`src/rtl/rtovr_pkg.sv`:
```
package rtovr_pkg;

  // Field positions inside the control registers. Software decodes these.
  localparam int MUX_OVR_BIT   = 5;  // in the control register (0x09)
  localparam int DIV_OVR_BIT   = 2;  // in the control register (0x09)
  localparam int FORCE_ON_BIT  = 7;  // in the detect register (0x14)
  localparam int FORCE_OFF_BIT = 6;  // in the detect register (0x14)
  localparam int DIVSEL_LSB    = 4;  // divider code field [6:4] in 0x18
  localparam int SRCSEL_LSB    = 5;  // source code field [7:5] in 0x1E
  localparam int SEL_W         = 3;

  // Register slots inside the bank.
  localparam int SLOT_CTRL = 0;
  localparam int SLOT_DET  = 1;
  localparam int SLOT_DIV  = 2;
  localparam int SLOT_SRC  = 3;
  localparam int NUM_SLOTS = 4;

  typedef enum logic [SEL_W-1:0] {
    SRC_RETIMED = 3'd0,
    SRC_RAW     = 3'd1,
    SRC_PRBS    = 3'd2,
    SRC_ICLK    = 3'd3,
    SRC_QCLK    = 3'd4,
    SRC_REFCLK  = 3'd5,
    SRC_QUIET6  = 3'd6,
    SRC_QUIET7  = 3'd7
  } src_sel_e;

  typedef struct packed {
    logic              mux_ovr;
    logic              div_ovr;
    logic              force_on;
    logic              force_off;
    logic [SEL_W-1:0]  src_code;
    logic [SEL_W-1:0]  div_code;
  } ovr_ctrl_t;

endpackage

```
`src/rtl/rtovr_regs.sv`:
```
module rtovr_regs #(
  parameter int ADDR_W = 8,
  parameter int DATA_W = 8,
  parameter int NREG   = 4,
  parameter logic [NREG*ADDR_W-1:0] ADDR_MAP = '0
) (
  input  logic                   clk,
  input  logic                   rst_n,
  input  logic                   wr_en,
  input  logic [ADDR_W-1:0]      addr,
  input  logic [DATA_W-1:0]      wdata,
  output logic [DATA_W-1:0]      rdata,
  output logic                   any_hit,
  output logic [NREG*DATA_W-1:0] regs_flat
);

  logic [NREG-1:0] hit;

  for (genvar i = 0; i < NREG; i++) begin : g_slot
    logic [DATA_W-1:0] slot_q;

    assign hit[i] = (addr == ADDR_MAP[i*ADDR_W +: ADDR_W]);

    always_ff @(posedge clk or negedge rst_n) begin
      if (!rst_n) begin
        slot_q <= '0;
      end else if (wr_en && hit[i]) begin
        slot_q <= wdata;
      end
    end

    assign regs_flat[i*DATA_W +: DATA_W] = slot_q;
  end

  always_comb begin
    rdata = '0;
    for (int i = 0; i < NREG; i++) begin
      if (hit[i]) begin
        rdata = rdata | regs_flat[i*DATA_W +: DATA_W];
      end
    end
  end

  assign any_hit = |hit;

endmodule

```
`src/rtl/rtovr_lane_sel.sv`:
```
module rtovr_lane_sel
  import rtovr_pkg::*;
(
  input  ovr_ctrl_t ctrl,
  input  logic      sig_detect,
  input  logic      cdr_locked,
  input  logic      src_retimed,
  input  logic      src_raw,
  input  logic      src_prbs,
  input  logic      src_iclk,
  input  logic      src_qclk,
  input  logic      src_refclk,
  output logic      lane_enable,
  output logic      lane_out
);

  logic picked;

  // Power: a set force-off bit wins over force-on, which wins over detect.
  always_comb begin
    if (ctrl.force_off) begin
      lane_enable = 1'b0;
    end else if (ctrl.force_on) begin
      lane_enable = 1'b1;
    end else begin
      lane_enable = sig_detect;
    end
  end

  always_comb begin
    if (ctrl.mux_ovr) begin
      case (src_sel_e'(ctrl.src_code))
        SRC_RETIMED: picked = src_retimed;
        SRC_RAW:     picked = src_raw;
        SRC_PRBS:    picked = src_prbs;
        SRC_ICLK:    picked = src_iclk;
        SRC_QCLK:    picked = src_qclk;
        SRC_REFCLK:  picked = src_refclk;
        default:     picked = 1'b0;
      endcase
    end else begin
      picked = cdr_locked & src_retimed;
    end
  end

  assign lane_out = lane_enable & picked;

endmodule

```
`src/rtl/rtovr_clk_div.sv`:
```
module rtovr_clk_div #(
  parameter int CODE_W  = 3,
  parameter int MAX_LOG = 4
) (
  input  logic                clk,
  input  logic                rst_n,
  input  logic [CODE_W-1:0]   code,
  output logic [MAX_LOG:0]    ratio,
  output logic                div_clk
);

  localparam int RATIO_W = MAX_LOG + 1;
  localparam int CNT_W   = (MAX_LOG > 0) ? MAX_LOG : 1;

  logic [RATIO_W-1:0] ratio_q;
  logic [CNT_W-1:0]   run_cnt;
  logic               last_edge;
  logic               changed;

  // Codes beyond the largest ratio saturate to it.
  always_comb begin
    ratio = '0;
    if (code >= CODE_W'(MAX_LOG)) begin
      ratio[MAX_LOG] = 1'b1;
    end else begin
      ratio[code] = 1'b1;
    end
  end

  assign changed   = (ratio != ratio_q);
  assign last_edge = ({1'b0, run_cnt} == (ratio - RATIO_W'(1)));

  always_ff @(posedge clk or negedge rst_n) begin
    if (!rst_n) begin
      ratio_q <= RATIO_W'(1);
      run_cnt <= '0;
      div_clk <= 1'b0;
    end else begin
      ratio_q <= ratio;
      if (changed) begin
        run_cnt <= '0;
      end else if (last_edge) begin
        run_cnt <= '0;
        div_clk <= ~div_clk;
      end else begin
        run_cnt <= run_cnt + CNT_W'(1);
      end
    end
  end

endmodule

```
`src/rtl/retimer_override_ctrl.sv`:
```
module retimer_override_ctrl
  import rtovr_pkg::*;
#(
  parameter int                ADDR_W      = 8,
  parameter int                DATA_W      = 8,
  parameter logic [ADDR_W-1:0] CTRL_ADDR   = 8'h09,
  parameter logic [ADDR_W-1:0] DET_ADDR    = 8'h14,
  parameter logic [ADDR_W-1:0] DIV_ADDR    = 8'h18,
  parameter logic [ADDR_W-1:0] SRC_ADDR    = 8'h1E,
  parameter int                DIV_CODE_W  = 3,
  parameter int                MAX_DIV_LOG = 4
) (
  input  logic                  clk,
  input  logic                  rst_n,
  input  logic                  reg_wr_en,
  input  logic [ADDR_W-1:0]     reg_addr,
  input  logic [DATA_W-1:0]     reg_wdata,
  output logic [DATA_W-1:0]     reg_rdata,
  input  logic                  sig_detect,
  input  logic                  cdr_locked,
  input  logic [DIV_CODE_W-1:0] auto_div_code,
  input  logic                  src_retimed,
  input  logic                  src_raw,
  input  logic                  src_prbs,
  input  logic                  src_iclk,
  input  logic                  src_qclk,
  input  logic                  src_refclk,
  output logic                  lane_enable,
  output logic                  lane_out,
  output logic                  div_clk
);

  localparam logic [NUM_SLOTS*ADDR_W-1:0] ADDR_MAP =
    {SRC_ADDR, DIV_ADDR, DET_ADDR, CTRL_ADDR};

  logic [NUM_SLOTS*DATA_W-1:0] regs_flat;
  logic [DATA_W-1:0]           ctrl_reg, det_reg, div_reg, src_reg;
  logic                        reg_hit;
  ovr_ctrl_t                   ctrl;
  logic [DIV_CODE_W-1:0]       div_code_sel;
  logic [MAX_DIV_LOG:0]        ratio;

  // Plain views of the decoded controls, also used by the checker.
  logic                        mux_ovr, div_ovr, force_on, force_off;
  logic [SEL_W-1:0]            src_code;
  logic                        unused_bits;

  rtovr_regs #(
    .ADDR_W   (ADDR_W),
    .DATA_W   (DATA_W),
    .NREG     (NUM_SLOTS),
    .ADDR_MAP (ADDR_MAP)
  ) u_regs (
    .clk       (clk),
    .rst_n     (rst_n),
    .wr_en     (reg_wr_en),
    .addr      (reg_addr),
    .wdata     (reg_wdata),
    .rdata     (reg_rdata),
    .any_hit   (reg_hit),
    .regs_flat (regs_flat)
  );

  assign ctrl_reg = regs_flat[SLOT_CTRL*DATA_W +: DATA_W];
  assign det_reg  = regs_flat[SLOT_DET*DATA_W  +: DATA_W];
  assign div_reg  = regs_flat[SLOT_DIV*DATA_W  +: DATA_W];
  assign src_reg  = regs_flat[SLOT_SRC*DATA_W  +: DATA_W];

  always_comb begin
    ctrl.mux_ovr   = ctrl_reg[MUX_OVR_BIT];
    ctrl.div_ovr   = ctrl_reg[DIV_OVR_BIT];
    ctrl.force_on  = det_reg[FORCE_ON_BIT];
    ctrl.force_off = det_reg[FORCE_OFF_BIT];
    ctrl.src_code  = src_reg[SRCSEL_LSB +: SEL_W];
    ctrl.div_code  = div_reg[DIVSEL_LSB +: SEL_W];
  end

  assign mux_ovr   = ctrl.mux_ovr;
  assign div_ovr   = ctrl.div_ovr;
  assign force_on  = ctrl.force_on;
  assign force_off = ctrl.force_off;
  assign src_code  = ctrl.src_code;
  assign unused_bits = ^{ctrl_reg, det_reg, div_reg, src_reg, reg_hit, ratio};

  assign div_code_sel = ctrl.div_ovr ? DIV_CODE_W'(ctrl.div_code) : auto_div_code;

  rtovr_lane_sel u_lane (
    .ctrl        (ctrl),
    .sig_detect  (sig_detect),
    .cdr_locked  (cdr_locked),
    .src_retimed (src_retimed),
    .src_raw     (src_raw),
    .src_prbs    (src_prbs),
    .src_iclk    (src_iclk),
    .src_qclk    (src_qclk),
    .src_refclk  (src_refclk),
    .lane_enable (lane_enable),
    .lane_out    (lane_out)
  );

  rtovr_clk_div #(
    .CODE_W  (DIV_CODE_W),
    .MAX_LOG (MAX_DIV_LOG)
  ) u_div (
    .clk     (clk),
    .rst_n   (rst_n),
    .code    (div_code_sel),
    .ratio   (ratio),
    .div_clk (div_clk)
  );

endmodule

```
`config.mk`:
```
export PLATFORM = sky130hd
export DESIGN_NAME = retimer_override_ctrl
export DESIGN_NICKNAME = d
export VERILOG_FILES = /design/src/rtl/rtovr_pkg.sv /design/src/rtl/rtovr_regs.sv /design/src/rtl/rtovr_lane_sel.sv /design/src/rtl/rtovr_clk_div.sv /design/src/rtl/retimer_override_ctrl.sv
export SDC_FILE = /design/constraint.sdc
export NUM_CORES = 1
export LEC_CHECK = 0
export BUFFER_PORTS_ARGS = -buffer_cell sky130_fd_sc_hd__buf_2
export CAP_MARGIN = 20
export CORE_MARGIN = 2
export CORE_UTILIZATION = 59
export DETAILED_ROUTE_END_ITERATION = 10
export PLACE_DENSITY = 0.93
export SLEW_MARGIN = 20
export SYNTH_ARGS = -nofsm -noshare
export SYNTH_HDL_FRONTEND = slang
export SYNTH_SLANG_ARGS = --single-unit
export TNS_END_PERCENT = 10
```
`constraint.sdc`:
```
create_clock -name clk -period 4.9 [get_ports clk]
set_input_delay 0.49 -clock clk [delete_from_list [all_inputs] [get_ports clk]]
set_output_delay 0.49 -clock clk [all_outputs]
set_load 0.01 [all_outputs]
```
* After elaboration in Yosys (flattened, before gate mapping)
Index checks and enable logic that the tools add are counted.
** Storage, ports and cells
- Bits in registers :: 42
- Input bits :: 30
- Word-level logic and storage cells :: 52
** Cells by class
- $add $sub $neg :: 2
- $lt $le $gt $ge :: 3
- Eq/ne operators :: 11
- Muxes and demuxes :: 15
- Bitwise operators :: 7
- Reductions and logical operators :: 7
** Operators by type and width (number)
- $mux W8 :: 4
- $eq A8 B5 Y1 const B :: 3
- $or A8 B8 Y8 :: 3
- $mux W4 :: 3
- $eq A8 B4 Y1 const B :: 1
- $eq A3 B2 Y1 const B :: 2
- $eq A3 B3 Y1 const B :: 2
- $pmux W1 S6 :: 1
- $eq A4 B5 Y1 :: 1
- $logic_and A1 B1 Y1 :: 5
- $mux W1 :: 5
- $ne A5 B5 Y1 :: 1
- $sub A5 B1 Y5 const B :: 1
- $add A4 B1 Y4 const B :: 1
- $lt A3 B4 Y1 const B :: 1
- $demux W1 S3 :: 1
- $eq A3 B1 Y1 const B :: 1
- $ge A3 B1 Y1 const B :: 1
- $ge A3 B3 Y1 const B :: 1
- $logic_not A3 Y1 :: 1
- $mux W3 :: 1
- $and A1 B1 Y1 :: 2
- $not A1 Y1 :: 2
- $reduce_and A2 Y1 :: 1

* Logic depth before layout (Yosys ltp)
Gate-level depths: netlist (run 1).
- Depth in word-level cells :: 10
- Depth in mapped cells :: 12
- Depth with buffers taken out :: 11

* Modules after synthesis
From an unflattened synthesis (run 1), not the netlist that was laid out.
** Second synthesis, totals
- Cell total of the unflattened synthesis :: 191
- Area, all modules :: 2339.7 µm²
** By module, submodules not included
- rtovr_regs :: instances 1, cells each 126, area an instance 1660.3 µm², sequential area each 800.8 µm²
- rtovr_clk_div :: instances 1, cells each 53, area an instance 565.5 µm², sequential area each 251.5 µm²
- rtovr_lane_sel :: instances 1, cells each 9, area an instance 80.1 µm², sequential area each 0.0 µm²
- retimer_override_ctrl :: instances 1, cells each 3, area an instance 33.8 µm², sequential area each 0.0 µm²

* Worst setup path after synthesis (run 1)
OpenSTA, ideal clock, no wires.
- Path kind :: input port to flip-flop
- Start point :: in auto_div_code[1]
- End point :: reg u_div.div_clk
- Library setup time :: 0.079 ns
- Data arrival time :: 2.169 ns
- Data required time :: 4.821 ns
- Slack :: 2.652 ns
- Cell stages on the path :: 10
- Buffers on the path :: 0
- Path through :: nor3_1 -> a21o_2 -> nand2_1 -> ha_1 -> xor2_1 -> a211oi_1 -> a41oi_1 -> a211o_1 -> nor2_2 -> xor2_1
** On the way
- Cells in the longest elaborated chain, start to end :: 9
** RTL lines
- start: declaration :: RTL line retimer_override_ctrl.sv:21 : input logic [DIV_CODE_W-1:0] auto_div_code,
- $mux W3 * :: RTL line retimer_override_ctrl.sv:85 : assign div_code_sel = ctrl.div_ovr ? DIV_CODE_W'(ctrl.div_code) : auto_div_code;
- $lt A3 B4 Y1 (implied by the code) or $ge A3 B1 Y1 (tied branches) :: RTL line rtovr_clk_div.sv:26 : ratio[code] = 1'b1;
- $logic_and A1 B1 Y1 (implied by the code) :: RTL line rtovr_clk_div.sv:26
- $mux W1 (implied by the code) :: RTL line rtovr_clk_div.sv:26
- $demux W1 S3
- $mux W4 or $mux W1 (tied branches) :: RTL line rtovr_clk_div.sv:23 : if (code >= CODE_W'(MAX_LOG)) begin
- $sub A5 B1 Y5 or $ne A5 B5 Y1 (tied branches) :: RTL line rtovr_clk_div.sv:31, rtovr_clk_div.sv:30
- $eq A4 B5 Y1 or $not A1 Y1 (tied branches)
- $reduce_and A2 Y1 (no source line) *
- end signal: assignment :: RTL line rtovr_clk_div.sv:44 : div_clk <= ~div_clk;
- end: declaration :: RTL line rtovr_clk_div.sv:9 : output logic div_clk
Every way passes the cells marked *; elsewhere a longest branch is shown, timed or not.
A chain may end at the register's enable or synchronous reset.

* Worst setup path in the final report (run 1)
- Start point :: in reg_addr[0]
- End point :: out reg_rdata[7]
** On the way
- Cells in the longest elaborated chain, start to end :: 8
** RTL lines
- start: declaration :: RTL line retimer_override_ctrl.sv:16 : input logic [ADDR_W-1:0] reg_addr,
- $eq A8 B4 Y1 :: RTL line rtovr_regs.sv:22 : assign hit[i] = (addr == ADDR_MAP[i*ADDR_W +: ADDR_W]);
- $mux W8 :: RTL line rtovr_regs.sv:38 : if (hit[i]) begin
- $or A8 B8 Y8 :: RTL line rtovr_regs.sv:39 : rdata = rdata | regs_flat[i*DATA_W +: DATA_W];
- $mux W8 :: RTL line rtovr_regs.sv:38
- $or A8 B8 Y8 :: RTL line rtovr_regs.sv:39
- $mux W8 :: RTL line rtovr_regs.sv:38
- $or A8 B8 Y8 :: RTL line rtovr_regs.sv:39
- $mux W8 * :: RTL line rtovr_regs.sv:38
- end: declaration :: RTL line retimer_override_ctrl.sv:18 : output logic [DATA_W-1:0] reg_rdata,
Marks and branches as above.

==> qor.csv, run 1 <==
metric,value,unit
die_w,63.76,µm
via_count,1633,
syn_avg_cell_area,11.84,µm²
drc,0,
cts_max_level,2,
coreArea,0.003390,mm²
r2r.worst_path.cells,9,
synth.distinct_cells,37,
synth_edf_count,0,
timing.fmax,357.3,MHz
clkLatencyLatePin,0.36,ns
grt_pass1_wl,7452,µm
drv_cap,0,
clock_sinks,42,
final_max_slew_viol_count,0,
cts_resized,0,
layout_commonest_cell,dfrtp_1,
overflow,0,
fin_tns_setup,0,ns
postCtsSetupRepairBufs,0,
wl_per_cell,16.86,µm
criticalPathCategory,input port to output pin,
ys.flop_type,dfrtp_1,
io_pins,41,
final_nets,252,
final_cells,267,
n_fill_cell,224,
required,4.41,ns
critPathCaptureType,output pin,
r2r_slack,2.28,ns
worstPathArrival,2.31,ns
grt_antenna_before_repair,0,
cts_buffer_depth,2,
finalSetupViolCount,0,
timing.final.crit_share,57.12,%
power-per-cell-area,272.5,mW/mm²
worstMarginPinSlew,0.8983,ns
p_leak,1.192,nW
fin_skew,0.004127,ns
ys_ff_latch,42,
syn_inst,178,
cts_buffers,5,
dp.cells,259,
cp-start-kind,input port,
root_buffer,clkbuf_4,
post-route-min-period,2.799,ns
syn-cell-area,0.002107,mm²
mostFrequentLayoutCells,"dfrtp_1, buf_2, mux2_2",
ant_nets,0,
synth_nets,210,
grt_setup_unrepaired,no,
n_antenna_cell,0,
drtIter0Drc,228,
async_flop_share,100.0,%
slew_headroom,40.11,%
grt_pass1_vias,1688,
status,"complete, no violations",
peakVddDrop,181.5,µV
gp_congestion,0.9059,
path_clk_slew,0.12,ns
cts_hold_buf,0,
hold_violations,0,
yosysSeqAreaShare,49.94,%
rows,21,
area_growth,14.61,%
whs,0.2418,ns
grt_usage,24.34,%
regToRegEndpoint,u_div.div_clk$_DFFE_PN0P_,
drive_gt1_share,41.18,%
cts_tree,done,
fp.dieH,63.76,µm
start_util,62.16,%
critPathMaxFanout,10,
drt_pre_antenna_iters,4,
vias_per_cell,6.116,
r2r_start,u_regs.g_slot[0].slot_q[2]$_DFFE_PN0P_,
dp_hpwl,3281,µm
totalWireLength,4502,µm
yosys_warnings,0,
numPortBuffers,40,
die_area,0.004065,mm²
grt_max_degree,43,
worst_hold_path_type,input port to asynchronous set/reset pin,
==> worst max path at each step <==
stage | slack, ns | start | endpoint | depth (start not counted)
final | 2.10 | reg_addr[0] | reg_rdata[7] | 7
after global routing | 2.01 | reg_addr[4] | reg_rdata[7] | 7
after CTS | 2.18 | reg_addr[4] | reg_rdata[2] | 7
after detailed placement | 2.19 | reg_addr[0] | reg_rdata[2] | 7
after global placement | 2.27 | reg_addr[4] | reg_rdata[2] | 7
after floorplan | 2.65 | auto_div_code[1] | u_div.div_clk$_DFFE_PN0P_ | 10
==> metal layers <==
metal,up-vias,share of wire [%],wire (µm),global-route usage (%)
met5,-,0,0,0
li1,739,-,-,-
met4,0,2.3,105,12.50
met3,13,6.1,274,7.746
met2,69,50,2241,39.34
met1,812,42,1880,29.25
==> cell families after synthesis <==
kind of cell,Yosys count,synth area share (%)
DFF,42,49.94
and+or+nand+nor,41,10.57
muxes,38,20.84
AOI/OAI and AO/OA,36,11.94
buffers and inverters,12,2.613
xor gates and xnor gates,7,2.910
adders and majority gates,2,1.187
==> power by group <==
group	internal [mW]	switching, mW
sequential	0.363	0.0143
combinational	0.0345	0.0383
clock	0.0981	0.110
total	0.496	0.162
==> metrics by stage <==
step / cell area, µm² / worst slack [ns] / utilization, % / power [mW]
floorplan: 2107 / 2.652 / - / 0.4221
global placement: 2336 / 2.272 / 68.92 / 0.4521
detailed placement: 2336 / 2.186 / 68.92 / 0.4565
CTS: 2415 / 2.179 / 71.24 / 0.6614
global route: 2415 / 2.013 / 71.24 / 0.6876
finish: 2415 / 2.101 / 71.24 / 0.6581
==> worst max-delay path: stages <==
cell and delay, ns:
buf_2 0.10, nor2b_1 0.60, and3_1 0.31, and3_1 0.37
a22oi_1 0.12, o21ai_0 0.13, buf_2 0.17
==> flip-flops by register name, summed over array words and instances (netlist names) <==
register              cells
u_div.run_cnt             4
u_div.ratio_q             5
u_regs.g_slot.slot_q     32
u_div.div_clk             1
==> synthesized netlist by cell type, drive strengths merged (2+ instances only) <==
library cell  count  area (µm²)
a21oi             3       15.01
a22oi            16       120.1
and3              3       18.77
buf               3       21.27
clkbuf            2       7.510
dfrtp            41        1026
ha                2       25.02
inv               7       26.28
mux2             34       382.9
mux2i             3       33.78
nand2             2       7.510
nand3             5       25.02
nand3b            2       15.01
nor2             17       66.32
nor2b             2       12.51
nor3              4       20.02
o2111ai           3       26.28
o21ai             8       40.04
xnor2             3       26.28
xor2              4       35.03
==> cell type report <==
class                   count  area [µm²]  area share (%)
clock buffers               8       78.83           3.264
flip-flops and latches     42        1052           43.58
well taps                  46       57.56           2.383
multi-input cells         124       999.7           41.40
repair buffers             40       200.2           8.290
inverters                   7       26.28           1.088
(Power assumes the default switching activity.)
==> inputs of run 2 (changes only) <==
--- a/config.mk
+++ b/config.mk
@@ -5,12 +5,13 @@
 export SDC_FILE = /design/constraint.sdc
 export NUM_CORES = 1
 export LEC_CHECK = 0
+export ABC_AREA = 1
 export BUFFER_PORTS_ARGS = -buffer_cell sky130_fd_sc_hd__buf_2
 export CAP_MARGIN = 20
 export CORE_MARGIN = 2
-export CORE_UTILIZATION = 59
+export CORE_UTILIZATION = 56
 export DETAILED_ROUTE_END_ITERATION = 10
-export PLACE_DENSITY = 0.93
+export PLACE_DENSITY = 0.89
 export SLEW_MARGIN = 20
 export SYNTH_ARGS = -nofsm -noshare
 export SYNTH_HDL_FRONTEND = slang
==> constraint.sdc (replaced) <==
create_clock -name clk -period 2.7 [get_ports clk]
set_input_delay 0.27 -clock clk [delete_from_list [all_inputs] [get_ports clk]]
set_output_delay 0.27 -clock clk [all_outputs]
set_load 0.01 [all_outputs]
==> run 2 against run 1 <==
Clock skew grew 0.0036 ns. Sequential power grew 81%. Core utilization shrank 5.1 points. Synthesized cell count grew 67%. Power grew 90%. Register-to-register slack lost 1.7 ns. Final cell count grew 46%.
==> qor.csv, run 2 <==
metric,value,unit,change
status,"complete, no violations",,
power,1.253,mW,+90%
area_growth,12.37,%,
root_buffer,clkbuf_8,,
async_flop_share,100.0,%,unchanged
synth_area_leaders,"dfrtp_1, nand2_1, o21ai_2, inv_1, o21ai_0",,
timing.fmax,478.2,MHz,
p_leak,1.394,nW,+17%
cts_buffer_depth,2,,unchanged
syn_avg_cell_area,8.038,µm²,-32%
gp_congestion,0.8836,,-2.5%
cts_buffers,5,,unchanged
timing.final.crit_share,77.46,%,
peakVddDrop,315.2,µV,+74%
synth_area_leader_cell,dfrtp_1,,
grt_antenna_before_repair,0,,unchanged
fin_skew,0.007709,ns,+0.003582 ns
rows,23,,+9.5%
grt_usage,21.92,%,-2.4 points
grt_pass1_wl,8535,µm,+15%
wl_per_cell,12.60,µm,-25%
postCtsSetupRepairBufs,0,,unchanged
numPortBuffers,40,,unchanged
ys.flop_type,dfrtp_1,,
fp.dieH,69.29,µm,+8.7%
syn_inst,297,,+67%
totalWireLength,4902,µm,+8.9%
grt_pass1_vias,1954,,+16%
setup_slack,0.6087,ns,-1.493 ns
synth_top_area_share,42.98,%,-5.7 points
synth_common_cells,"nand2_1, dfrtp_1, inv_1",,
whs,0.08656,ns,-0.1553 ns
reg_top3,"u_regs.g_slot.slot_q: 32 flops, u_div.ratio_q: 5 flops, u_div.run_cnt: 4 flops",,
slew_headroom,40.01,%,-0.11 points
drt_pre_antenna_iters,4,,unchanged
dp_hpwl,3552,µm,+8.3%
synth_nets,329,,+57%
clkLatencyLatePin,0.30,ns,-0.06 ns
grt_max_degree,43,,unchanged
start_util,58.83,%,-3.3 points
r2r.worst_path.cells,9,,unchanged
largest_register,u_regs.g_slot.slot_q,,
overflow,0,,unchanged
ys_ff_latch,42,,unchanged
mostFrequentLayoutCells,"nand2_1, dfrtp_1, buf_2",,
clock_sinks,42,,unchanged
drtIter0Drc,134,,-41%
ant_nets,0,,unchanged
final_max_slew_viol_count,0,,unchanged
worst_hold_path_type,input port to asynchronous set/reset pin,,
p_int,0.9056,mW,+83%
cts_resized,0,,unchanged
criticalPathCategory,register to register,,
switching_share,27.70,%,+3.1 points
die_w,69.29,µm,+8.7%
yosys_warnings,0,,unchanged
syn-cell-area,0.002387,mm²,+13%
power_switching,0.3470,mW,+110%
die_area,0.004801,mm²,+18%
comb_power_share,13.5,%,+2.4 points
finalSetupViolCount,0,,unchanged
drc,0,,unchanged
grt_setup_unrepaired,no,,
required,2.89,ns,-1.52 ns
largest_register_ffs,32,,unchanged
critPathMaxFanout,8,,-2
synth.distinct_cells,34,,-8.1%
yosysSeqAreaShare,44.08,%,-5.9 points
coreArea,0.004058,mm²,+20%
io_pins,41,,unchanged
critPathCaptureType,register,,
cts_hold_buf,0,,unchanged
drv_cap,0,,unchanged
via_count,2059,,+26%
power-per-cell-area,466.9,mW/mm²,+71%
drive_gt1_share,26.84,%,-14 points
layout_commonest_cell,nand2_1,,
pre_cts_slack,0.6521,ns,-1.534 ns
final_nets,370,,+47%
power_frac_seq,54.6,%,-2.8 points
worstPathArrival,2.28,ns,-0.03 ns
synth_most_common_cell,nand2_1,,
clkPwrFrac,31.9,%,+0.3 points
cp-start-kind,register,,
hold_violations,0,,unchanged
post-route-min-period,2.091,ns,
fin_tns_setup,0,ns,unchanged
n_antenna_cell,0,,unchanged
path_clk_slew,0.08,ns,-0.04 ns
cts_tree,done,,
synth_edf_count,0,,unchanged
cts_max_level,2,,unchanged
vias_per_cell,5.293,,-13%
worstMarginPinSlew,0.8999,ns,+0.001601 ns
## run 2: layer usage
layer | wire, µm | up-vias | GRT usage [%]
li1 | - | 1021 | -
met3 | 327 | 9 | 5.378
met1 | 2166 | 960 | 28.15
met4 | 91 | 0 | 9.368
met5 | 0 | - | 0
met2 | 2316 | 69 | 35.36
## run 2: power by group through the flow
| stage | Clock (mW) | Combinational (mW) | Sequential, mW |
|---|---|---|---|
| 3_5_place_dp | 0 | 0.170 | 0.695 |
| 4_1_cts | 0.406 | 0.171 | 0.683 |
| 2_1_floorplan | 0 | 0.113 | 0.689 |
| 5_1_grt | 0.437 | 0.194 | 0.687 |
| 3_3_place_gp | 0 | 0.163 | 0.694 |
| 6_report | 0.400 | 0.169 | 0.684 |
## run 2: cell type report
type | instances | area, µm²
fillers | 343 | 1375
multi-input cells | 210 | 1127
flip-flops and latches | 42 | 1052
repair buffers | 40 | 200.2
inverters | 39 | 153.9
clock buffers | 6 | 72.57
well taps | 50 | 62.56
clock inverters | 2 | 13.76
## run 2: cell families after synthesis
logic type      synth area share [%]
simple gates                   31.66
buf+inv                        8.699
flops                          44.08
fa+ha+maj                      1.048
compound gates                 13.05
xor+xnor                       1.468
## run 2: worst max-delay path, stage by stage, from the launching register on
cell and delay, ns:
dfrtp_1 0.60, nand2_1 0.14, nand2_2 0.16, nand3_2 0.12, ha_1 0.33, xnor2_1 0.13, a21oi_1 0.14, nand3_2 0.13
o21bai_1 0.16, nand2_1 0.07
## run 2: metrics by stage
step                      std cells  instance area [µm²]  utilization (%)
after floorplan                 297                 2387                -
after global placement          381                 2596            63.98
after detailed placement        381                 2596            63.98
after CTS                       389                 2683            66.11
after global routing            389                 2683            66.11
final                           389                 2683            66.11
## run 2: worst paths after layout
kind                                                          end  slack [ns]                                    from
setup / recovery                        u_div.div_clk$_DFFE_PN0P_        0.61  u_regs.g_slot[0].slot_q[2]$_DFFE_PN0P_
hold / removal             u_regs.g_slot[0].slot_q[0]$_DFFE_PN0P_        0.09                                   rst_n
setup reg to reg                        u_div.div_clk$_DFFE_PN0P_        0.61  u_regs.g_slot[0].slot_q[2]$_DFFE_PN0P_
hold reg to reg            u_regs.g_slot[0].slot_q[4]$_DFFE_PN0P_        0.49  u_regs.g_slot[0].slot_q[4]$_DFFE_PN0P_
max in group asynchronous               u_div.div_clk$_DFFE_PN0P_        2.04                                   rst_n
min in group clk           u_regs.g_slot[2].slot_q[0]$_DFFE_PN0P_        0.26                            reg_wdata[0]
